**src/rtl/gpio_port_pkg.sv**
```systemverilog
package gpio_port_pkg;

  typedef enum logic [1:0] {
    SEL_DATA = 2'd0,
    SEL_DIR  = 2'd1,
    SEL_ALTL = 2'd2,
    SEL_ALTH = 2'd3
  } regSelE;

  typedef struct packed {
    logic dataWr;
    logic dirWr;
    logic altLoWr;
    logic altHiWr;
  } wrStrobeT;

  typedef enum logic [2:0] {
    PM_PUSH,
    PM_INPUT,
    PM_ODRAIN,
    PM_OSRC,
    PM_EDGE1,
    PM_EDGE2,
    PM_ALT,
    PM_LEVEL
  } pinModeE;

  function automatic pinModeE decodeMode(logic altHi, logic altLo, logic dir);
    case ({altHi, altLo, dir})
      3'b000:  return PM_PUSH;
      3'b001:  return PM_INPUT;
      3'b010:  return PM_ODRAIN;
      3'b011:  return PM_OSRC;
      3'b100:  return PM_EDGE1;
      3'b101:  return PM_EDGE2;
      3'b110:  return PM_ALT;
      default: return PM_LEVEL;
    endcase
  endfunction

endpackage

```
**src/rtl/gpio_port_ctrl.sv**
```systemverilog
module gpio_port_ctrl
  import gpio_port_pkg::*;
#(
  parameter int WIDTH = 8
) (
  input  logic [1:0]       regSel,
  input  logic             regWr,
  input  logic [WIDTH-1:0] dataQ,
  input  logic [WIDTH-1:0] dirQ,
  input  logic [WIDTH-1:0] altLoQ,
  input  logic [WIDTH-1:0] altHiQ,
  input  logic [WIDTH-1:0] pinLevel,
  output wrStrobeT         strobe,
  output logic [WIDTH-1:0] rdata
);

  logic [WIDTH-1:0] unusedData;
  assign unusedData = dataQ;

  always_comb begin
    strobe = '0;
    if (regWr) begin
      case (regSelE'(regSel))
        SEL_DATA: strobe.dataWr  = 1'b1;
        SEL_DIR:  strobe.dirWr   = 1'b1;
        SEL_ALTL: strobe.altLoWr = 1'b1;
        default:  strobe.altHiWr = 1'b1;
      endcase
    end
  end

  always_comb begin
    case (regSelE'(regSel))
      SEL_DATA: rdata = pinLevel;
      SEL_DIR:  rdata = dirQ;
      SEL_ALTL: rdata = altLoQ;
      default:  rdata = altHiQ;
    endcase
  end

  always_comb begin
    assert_single_strobe_R13: assert ($onehot0(strobe))
      else $error("more than one register write strobe active");
  end

endmodule

```
**src/rtl/gpio_port_dpath.sv**
```systemverilog
module gpio_port_dpath
  import gpio_port_pkg::*;
#(
  parameter int WIDTH = 8
) (
  input  logic             clk,
  input  logic             rstN,
  input  wrStrobeT         strobe,
  input  logic [WIDTH-1:0] wdata,
  input  logic [WIDTH-1:0] pinIn,
  output logic [WIDTH-1:0] dataQ,
  output logic [WIDTH-1:0] dirQ,
  output logic [WIDTH-1:0] altLoQ,
  output logic [WIDTH-1:0] altHiQ,
  output logic [WIDTH-1:0] pinLevel,
  output logic [WIDTH-1:0] padOut,
  output logic [WIDTH-1:0] padOe,
  output logic [WIDTH-1:0] altSel,
  output logic             irq
);

  logic [WIDTH-1:0] syncA, syncB, prevLevel;
  logic [WIDTH-1:0] edgeMask, edgeEvt, levelHit, edgeFlag, clearMask;
  logic [WIDTH-1:0] riseV, fallV;

  // configuration registers; edge-mode data bits keep their polarity on writes
  always_ff @(posedge clk or negedge rstN) begin
    if (!rstN) begin
      dataQ  <= '0;
      dirQ   <= '1;
      altLoQ <= '0;
      altHiQ <= '0;
    end else begin
      if (strobe.dataWr)  dataQ  <= (wdata & ~edgeMask) | (dataQ & edgeMask);
      if (strobe.dirWr)   dirQ   <= wdata;
      if (strobe.altLoWr) altLoQ <= wdata;
      if (strobe.altHiWr) altHiQ <= wdata;
    end
  end

  // two-stage synchronizer plus one history stage for edge detection
  always_ff @(posedge clk or negedge rstN) begin
    if (!rstN) begin
      syncA     <= '0;
      syncB     <= '0;
      prevLevel <= '0;
    end else begin
      syncA     <= pinIn;
      syncB     <= syncA;
      prevLevel <= syncB;
    end
  end

  assign pinLevel = syncB;
  assign riseV    = syncB & ~prevLevel;
  assign fallV    = ~syncB & prevLevel;

  genvar gi;
  generate
    for (gi = 0; gi < WIDTH; gi++) begin : g_pin
      pinModeE mode;
      assign mode = decodeMode(altHiQ[gi], altLoQ[gi], dirQ[gi]);

      assign padOe[gi]    = (mode == PM_PUSH)
                          | ((mode == PM_ODRAIN) & ~dataQ[gi])
                          | ((mode == PM_OSRC) & dataQ[gi]);
      assign padOut[gi]   = ((mode == PM_PUSH) & dataQ[gi]) | (mode == PM_OSRC);
      assign altSel[gi]   = (mode == PM_ALT);
      assign edgeMask[gi] = (mode == PM_EDGE1) | (mode == PM_EDGE2);
      assign edgeEvt[gi]  = ((mode == PM_EDGE2) & (riseV[gi] | fallV[gi]))
                          | ((mode == PM_EDGE1) & (dataQ[gi] ? riseV[gi] : fallV[gi]));
      assign levelHit[gi] = (mode == PM_LEVEL) & (syncB[gi] ~^ dataQ[gi]);
    end
  endgenerate

  assign clearMask = strobe.dataWr ? (wdata & edgeMask) : '0;

  always_ff @(posedge clk or negedge rstN) begin
    if (!rstN) edgeFlag <= '0;
    else       edgeFlag <= (edgeFlag & ~clearMask & edgeMask) | edgeEvt;
  end

  assign irq = (|(edgeFlag & edgeMask)) | (|levelHit);

  // synchronized level tracks the pad two edges later
  property pSyncDelay;
    @(posedge clk) disable iff (!rstN)
      ($past(rstN) && $past(rstN, 2)) |-> (syncB == $past(pinIn, 2));
  endproperty
  assert_sync_delay_R4: assert property (pSyncDelay)
    else $error("synchronized level does not follow pin input");

  // a qualifying edge is latched on the next edge
  property pFlagSet;
    @(posedge clk) disable iff (!rstN)
      (|edgeEvt) |=> ((edgeFlag & $past(edgeEvt)) == $past(edgeEvt));
  endproperty
  assert_flag_set_R9: assert property (pFlagSet)
    else $error("edge event not latched");

  // flags persist while in edge mode and not cleared
  property pFlagSticky;
    @(posedge clk) disable iff (!rstN)
      1'b1 |=> (($past(edgeFlag & edgeMask & ~clearMask) & ~edgeFlag) == '0);
  endproperty
  assert_flag_sticky_R11: assert property (pFlagSticky)
    else $error("edge flag lost without a clear");

  // data bits of edge-mode pins keep their polarity across data writes
  property pPolarityHold;
    @(posedge clk) disable iff (!rstN)
      strobe.dataWr |=> ((dataQ & $past(edgeMask)) == $past(dataQ & edgeMask));
  endproperty
  assert_polarity_hold_R11: assert property (pPolarityHold)
    else $error("edge polarity changed by a data write");

  // no latched flag survives one cycle outside edge mode
  property pFlagDrop;
    @(posedge clk) disable iff (!rstN)
      1'b1 |=> ((edgeFlag & ~$past(edgeMask) & ~$past(edgeEvt)) == '0);
  endproperty
  assert_flag_drop_R12: assert property (pFlagDrop)
    else $error("flag kept outside edge mode");

endmodule

```
**src/rtl/gpio_port.sv**
```systemverilog
module gpio_port
  import gpio_port_pkg::*;
#(
  parameter int WIDTH = 8
) (
  input  logic             clk,
  input  logic             rstN,
  input  logic [1:0]       regSel,
  input  logic             regWr,
  input  logic [WIDTH-1:0] regWdata,
  output logic [WIDTH-1:0] regRdata,
  input  logic [WIDTH-1:0] pinIn,
  output logic [WIDTH-1:0] padOut,
  output logic [WIDTH-1:0] padOe,
  output logic [WIDTH-1:0] altSel,
  output logic             irq
);

  wrStrobeT         strobe;
  logic [WIDTH-1:0] dataQ, dirQ, altLoQ, altHiQ, pinLevel;

  gpio_port_ctrl #(.WIDTH(WIDTH)) ctrl_i (
    .regSel   (regSel),
    .regWr    (regWr),
    .dataQ    (dataQ),
    .dirQ     (dirQ),
    .altLoQ   (altLoQ),
    .altHiQ   (altHiQ),
    .pinLevel (pinLevel),
    .strobe   (strobe),
    .rdata    (regRdata)
  );

  gpio_port_dpath #(.WIDTH(WIDTH)) dpath_i (
    .clk      (clk),
    .rstN     (rstN),
    .strobe   (strobe),
    .wdata    (regWdata),
    .pinIn    (pinIn),
    .dataQ    (dataQ),
    .dirQ     (dirQ),
    .altLoQ   (altLoQ),
    .altHiQ   (altHiQ),
    .pinLevel (pinLevel),
    .padOut   (padOut),
    .padOe    (padOe),
    .altSel   (altSel),
    .irq      (irq)
  );

endmodule

```
**config.mk**
```make
export PLATFORM = sky130hd
export DESIGN_NAME = gpio_port
export DESIGN_NICKNAME = d
export VERILOG_FILES = /design/src/rtl/gpio_port_pkg.sv /design/src/rtl/gpio_port_ctrl.sv /design/src/rtl/gpio_port_dpath.sv /design/src/rtl/gpio_port.sv
export SDC_FILE = /design/constraint.sdc
export NUM_CORES = 1
export LEC_CHECK = 0
export BUFFER_PORTS_ARGS = -buffer_cell sky130_fd_sc_hd__buf_2
export CORE_ASPECT_RATIO = 0.9
export CORE_UTILIZATION = 48
export DETAILED_ROUTE_END_ITERATION = 10
export PLACE_DENSITY = 0.75
export REMOVE_ABC_BUFFERS = 1
export SLEW_MARGIN = 20
export SYNTH_ARGS = -nofsm -noshare
export SYNTH_HDL_FRONTEND = slang
export SYNTH_HIERARCHICAL = 1
export SYNTH_SLANG_ARGS = --single-unit
```
**constraint.sdc**
```tcl
create_clock -name clk -period 1.4 [get_ports clk]
set_input_delay 0.21 -clock clk [delete_from_list [all_inputs] [get_ports clk]]
set_output_delay 0.21 -clock clk [all_outputs]
set_load 0.1 [all_outputs]
```
==> flow_summary.toml, run 1 <==
[run_status]
status = "complete, but fails checks"
violations = "negative setup slack"

[cts]
clock_sinks = 64
clockRootBuffer = "clkbuf_8"
clk_pin_slew_worst_paths_ps = 80
cts_tree = "done"
numCtsBuffers = 9
insertion_delay_ps = 360
htree_levels = 3
clockBufferDepth = 2

[timing]
setup_tns_ps = -10190
min_period_ps = 1980
setup_viol = 39
timing_hold_violations_final = 0
slew_viol_final = 0
finalCritPeriodShare_pct = 141.5
clock_skew_ps = 10.61
slew_headroom_pct = 72.72
hold_ws_ps = 145.3
grt_setup_unrepaired = "true"
fin_ws_ps = -580.4
tightest_slew_ps = 409.2
fmax_mhz = 505.0

[global_route]
overflow = 0
grt_pass1_vias = 3223
antenna_found_initial = 0
grt_max_degree = 65
grt_usage_pct = 29.25
grt_pass1_wl_um = 16420

[critical_path]
cp_max_fo = 3
cp-end-kind = "output pin"
worstPathArrival_ps = 1770
required_ps = 1190
critical_path_class = "register to output pin"
worstSetupStartpointType = "register"

[die]
dieHeight_um = 82.12
boundaryPins = 54
core_mm2 = 0.006726
fp.dieW_um = 91.02
row_count = 28
dieArea_mm2 = 0.007474
start_util_pct = 50.89

[synthesis]
avgSynthCellArea_um2 = 10.63
ys_types = 28
synth_cells = 322
seq_area_frac_synth_pct = 47.08
ys_seq_elements = 64
synth_area_mm2 = 0.003423
ys_warn_count = 6

[route]
drt_pass1_iterations = 5
wl_per_cell_um = 22.10
met2WireLength_um = 6458
drt-total-wl_um = 12640
drt_iter0_markers = 259
vias = 3340
ant_nets = 0
viasPerCell = 5.839
top_layer = "met4"
wl_met3_um = 838
post-route-drc-count = 0
m1WireLength_um = 4703

[final_layout]
final_cells = 572
nets = 514
area_delta_synth_final_pct = 75.04
drive_gt1_share_pct = 67.84
fillers = 266
final_common_cell = "buf_4"
diodes = 0
final_cell_mix = "buf_4 (51), dfrtp_1 (45), buf_6 (44)"

[power]
power.leakage_nw = 2.677
finalPower_mw = 9.924
p_per_area_mw_per_mm2 = 1656
ir_drop_mv = 1.083

[placed_design]
hpwl_um = 5646
dp_cells = 509
place_ws_ps = -265.6
io_buffers = 53
gp_congestion = 0.8119

[worst_hold_path]
holdCritPathClass = "input pin to register"

[job]
cap_violations = 0
[area by class of cell]
class	count	area, um2	area share (%)
clock inverters	7	72.57	1.211
inverters	18	72.57	1.211
flip-flops and latches	64	1625	27.12
multi-input cells	225	2231	37.23
repair buffers	159	1754	29.28
well taps	90	112.6	1.879
clock buffers	9	123.9	2.067
[cell families after synthesis]
| family | share of synthesized area, % |
|---|---|
| xor gates and xnor gates | 4.093 |
| and+or+nand+nor | 15.20 |
| DFF | 47.08 |
| muxes | 18.64 |
| buffers and inverters | 4.495 |
| AOI/OAI and AO/OA | 4.642 |
| adders and majority gates | 5.848 |
[layer usage]
metal	up-vias	track usage (%)
met5	-	0
met1	1698	33.51
met2	188	54.09
li1	1393	-
met4	0	12.70
met3	61	6.136
[worst max-delay path, stage by stage (launching register included)]
cell and delay, ps:
dfrtp_1 420, xor2_1 250, o22ai_2 120, a221oi_2 290, nand3_2 150, buf_12 190
[power breakdown]
group	switching, mW	total, mW	internal (mW)
Clock	0.807	1.63	0.821
Combinational	3.32	5.77	2.45
Sequential	0.361	2.53	2.17
Total	4.48	9.92	5.44
[synth_stat cells (all sizes together)]
cell type,number,area share [%]
nor3b,1,0.22
dfrtp,56,41
xnor2,12,3.1
nand3,3,0.44
and3,1,0.22
clkbuf,1,0.15
mux4,8,5.5
mux2,40,13
xor2,4,1.0
and3b,2,0.58
and4,1,0.26
dfstp,8,6.1
nand4,4,0.73
nor2,27,3.0
nand2b,8,1.5
nand3b,6,1.3
buf,14,2.4
o2111ai,2,0.51
nand2,64,7.0
ha,16,5.8
o21ai,8,1.2
a221oi,1,0.44
a21oi,16,2.3
o22ai,1,0.18
inv,18,2.0
[timing repair]
| action | 4_1_cts | 5_1_grt |
|---|---|---|
| pin swaps | 55 | 34 |
| endpoints found under the setup margin | 34 | 41 |
| setup buffers | 23 | 20 |
| hold endpoints to repair | 64 | 0 |
| gates cloned | 0 | 0 |
| resized for setup | 137 | 97 |
| hold buffers | 9 | 0 |
[per-stage QoR]
stage	area [um2]	util [%]
global route	5992	89.08
floorplan	3337	-
global placement	4576	68.02
detailed placement	4576	68.02
CTS	5537	82.31
finish	5992	89.08
[path summary, 6_finish.rpt]
| path | startpoint | endpoint | slack [ps] | cells after the start |
|---|---|---|---|---|
| min reg2reg | dpath_i/syncA[0]$_DFF_PN0_ | dpath_i/pinLevel[0]$_DFF_PN0_ | 350 | 0 |
| max reg2reg | dpath_i/pinLevel[5]$_DFF_PN0_ | dpath_i/edgeFlag[5]$_DFF_PN0_ | -100 | 7 |
| max in group asynchronous | rstN | dpath_i/dirQ[3]$_DFFE_PN1P_ | 670 | 3 |
| max | dpath_i/pinLevel[2]$_DFF_PN0_ | irq | -580 | 5 |
| min in group asynchronous | rstN | dpath_i/pinLevel[4]$_DFF_PN0_ | 360 | 3 |
| min | regWdata[4] | dpath_i/altLoQ[4]$_DFFE_PN0P_ | 150 | 2 |
Note: power is estimated with default switching activity, not from simulation.
==> inputs of run 2 (changes only) <==
Settings changed: CORE_UTILIZATION 48 to 35, PLACE_DENSITY 0.75 to 0.6, SKIP_LAST_GASP set to 1.
==> run 2 against run 1 <==
The run still ends with negative setup slack left. Cell area down 0.58%. Sequential share of layout area about the same. Hold slack better by 9.5 ps. Clock power up 22%. Largest power group unchanged. Worst setup slack better by 120 ps. Global-route usage down 11 points. Register-to-register slack better by 110 ps. Combinational power down 6.6%.
==> flow_summary.toml, run 2 (same netlist as run 1, synthesis figures left out) <==
[placed_design]
dp_cells = 541
place_ws_ps = -295.2
hpwl_um = 5605
gp_congestion = 0.7926
io_buffers = 53

[cts]
clockBufferDepth = 2
clk_pin_slew_worst_paths_ps = 70
numCtsBuffers = 9
insertion_delay_ps = 350
htree_levels = 3
cts_tree = "done"
clock_sinks = 64
clockRootBuffer = "clkbuf_8"

[critical_path]
cp_max_fo = 2
endpoint = "irq"
crit_family = "flip-flops"
r2r_slack_ps = 10
regToRegStartpoint = "dpath_i/pinLevel[7]$_DFF_PN0_"
worstPathArrival_ps = 1650
slowest_delay_ps = 400
cp-end-kind = "output pin"
path_depth = 5
r2r_cells = 7
crit_chain = "xor2_1 > o22ai_2 > a221oi_2 > nand3_2 > buf_12"
path_buf_inv = 1
worst_path_max_delay_cell = "dfrtp_1"
required_ps = 1190
startpoint = "dpath_i/pinLevel[3]$_DFF_PN0_"
worstSetupStartpointType = "register"
r2r_end = "dpath_i/edgeFlag[7]$_DFF_PN0_"
critical_path_class = "register to output pin"

[power]
ir_drop_mv = 1.211
p_per_area_mw_per_mm2 = 1650
power.leakage_nw = 2.639

[final_layout]
multi_input_area_mm2 = 0.002131
fillers = 716
final_common_cell = "buf_4"
area_delta_synth_final_pct = 74.01
seq_area_mm2 = 0.001617
nets = 513
final_cells = 603
final_cell_mix = "buf_4 (56), dfrtp_1 (52), nand2_1 (47)"
drive_gt1_share_pct = 62.79
diodes = 0

[route]
drt_iter0_markers = 54
viasPerCell = 4.814
ant_nets = 0
post-route-drc-count = 0
drt-total-wl_um = 9088
vias = 2903
wl_per_cell_um = 15.07
drt_pass1_iterations = 4

[die]
start_util_pct = 36.85
boundaryPins = 54
dieArea_mm2 = 0.01018
row_count = 33
core_mm2 = 0.009290
dieHeight_um = 95.82
fp.dieW_um = 106.2

[global_route]
grt_pass1_wl_um = 14130
antenna_found_initial = 0
overflow = 0
grt_usage_pct = 18.33
grt_pass1_vias = 2867
grt_max_degree = 31

[timing]
slew_headroom_pct = 72.88
setup_viol = 33
fmax_mhz = 538.8
slew_viol_final = 0
timing_hold_violations_final = 0
clock_skew_ps = 8.384
grt_setup_unrepaired = "true"
finalCritPeriodShare_pct = 132.6
min_period_ps = 1856
fin_ws_ps = -455.8
tightest_slew_ps = 406.8

[run_status]
violations = "negative setup slack"
status = "complete, but fails checks"

[job]
cap_violations = 0

[worst_hold_path]
holdCritPathClass = "input pin to register"
[run 2: layout make-up]
class	instances	share of cell area, %
flip-flops and latches	64	27.14
clock inverters	5	1.722
multi-input cells	225	35.77
inverters	18	1.218
well taps	122	2.562
clock buffers	11	2.541
repair buffers	158	29.05
[run 2: power breakdown]
group          total (mW)  switching, mW  internal (mW)
clock                1.99          0.711           1.28
combinational        5.39           3.04           2.36
sequential           2.45          0.286           2.16
[run 2: how the worst min path moves through the flow]
stage	startpoint	endpoint	slack, ps	cells after the start
3_5_place_dp	rstN	dpath_i/prevLevel[5]$_DFF_PN0_	140	1
6_report	regWdata[3]	register	150	2
2_1_floorplan	rstN	asynchronous set/reset pin	-90	0
3_3_place_gp	rstN	dpath_i/prevLevel[5]$_DFF_PN0_	140	1
5_1_grt	regWdata[6]	dpath_i/dirQ[6]$_DFFE_PN1P_	140	2
4_1_cts	regWdata[6]	dpath_i/dirQ[6]$_DFFE_PN1P_	140	2
[run 2: per-stage QoR]
step	power [mW]	util [%]	TNS, ps	hold WS [ps]	cell area, um2
final	9.829	64.12	-9244	154.8	5957
after global routing	10.23	64.12	-11190	144.9	5957
after CTS	9.332	59.56	-9421	142.7	5533
after detailed placement	6.656	49.82	-4918	137.4	4628
after global placement	6.597	49.82	-4203	138.8	4628
after floorplan	5.028	-	-21360	-85.59	3337
[run 2: per-layer routing]
metal,global-route usage (%),wire length (um),vias to the layer above
met2,31.11,4581,74
met3,3.995,365,22
li1,-,-,1392
met1,23.06,3896,1415
met5,0,0,-
met4,6.944,245,0
[run 2: what timing repair did]
item,CTS,global route
pin swaps,42,40
endpoints found under the hold margin,15,0
gates resized for setup,113,79
hold buffers,9,0
buffers inserted,22,23
endpoints found under the setup margin,35,41
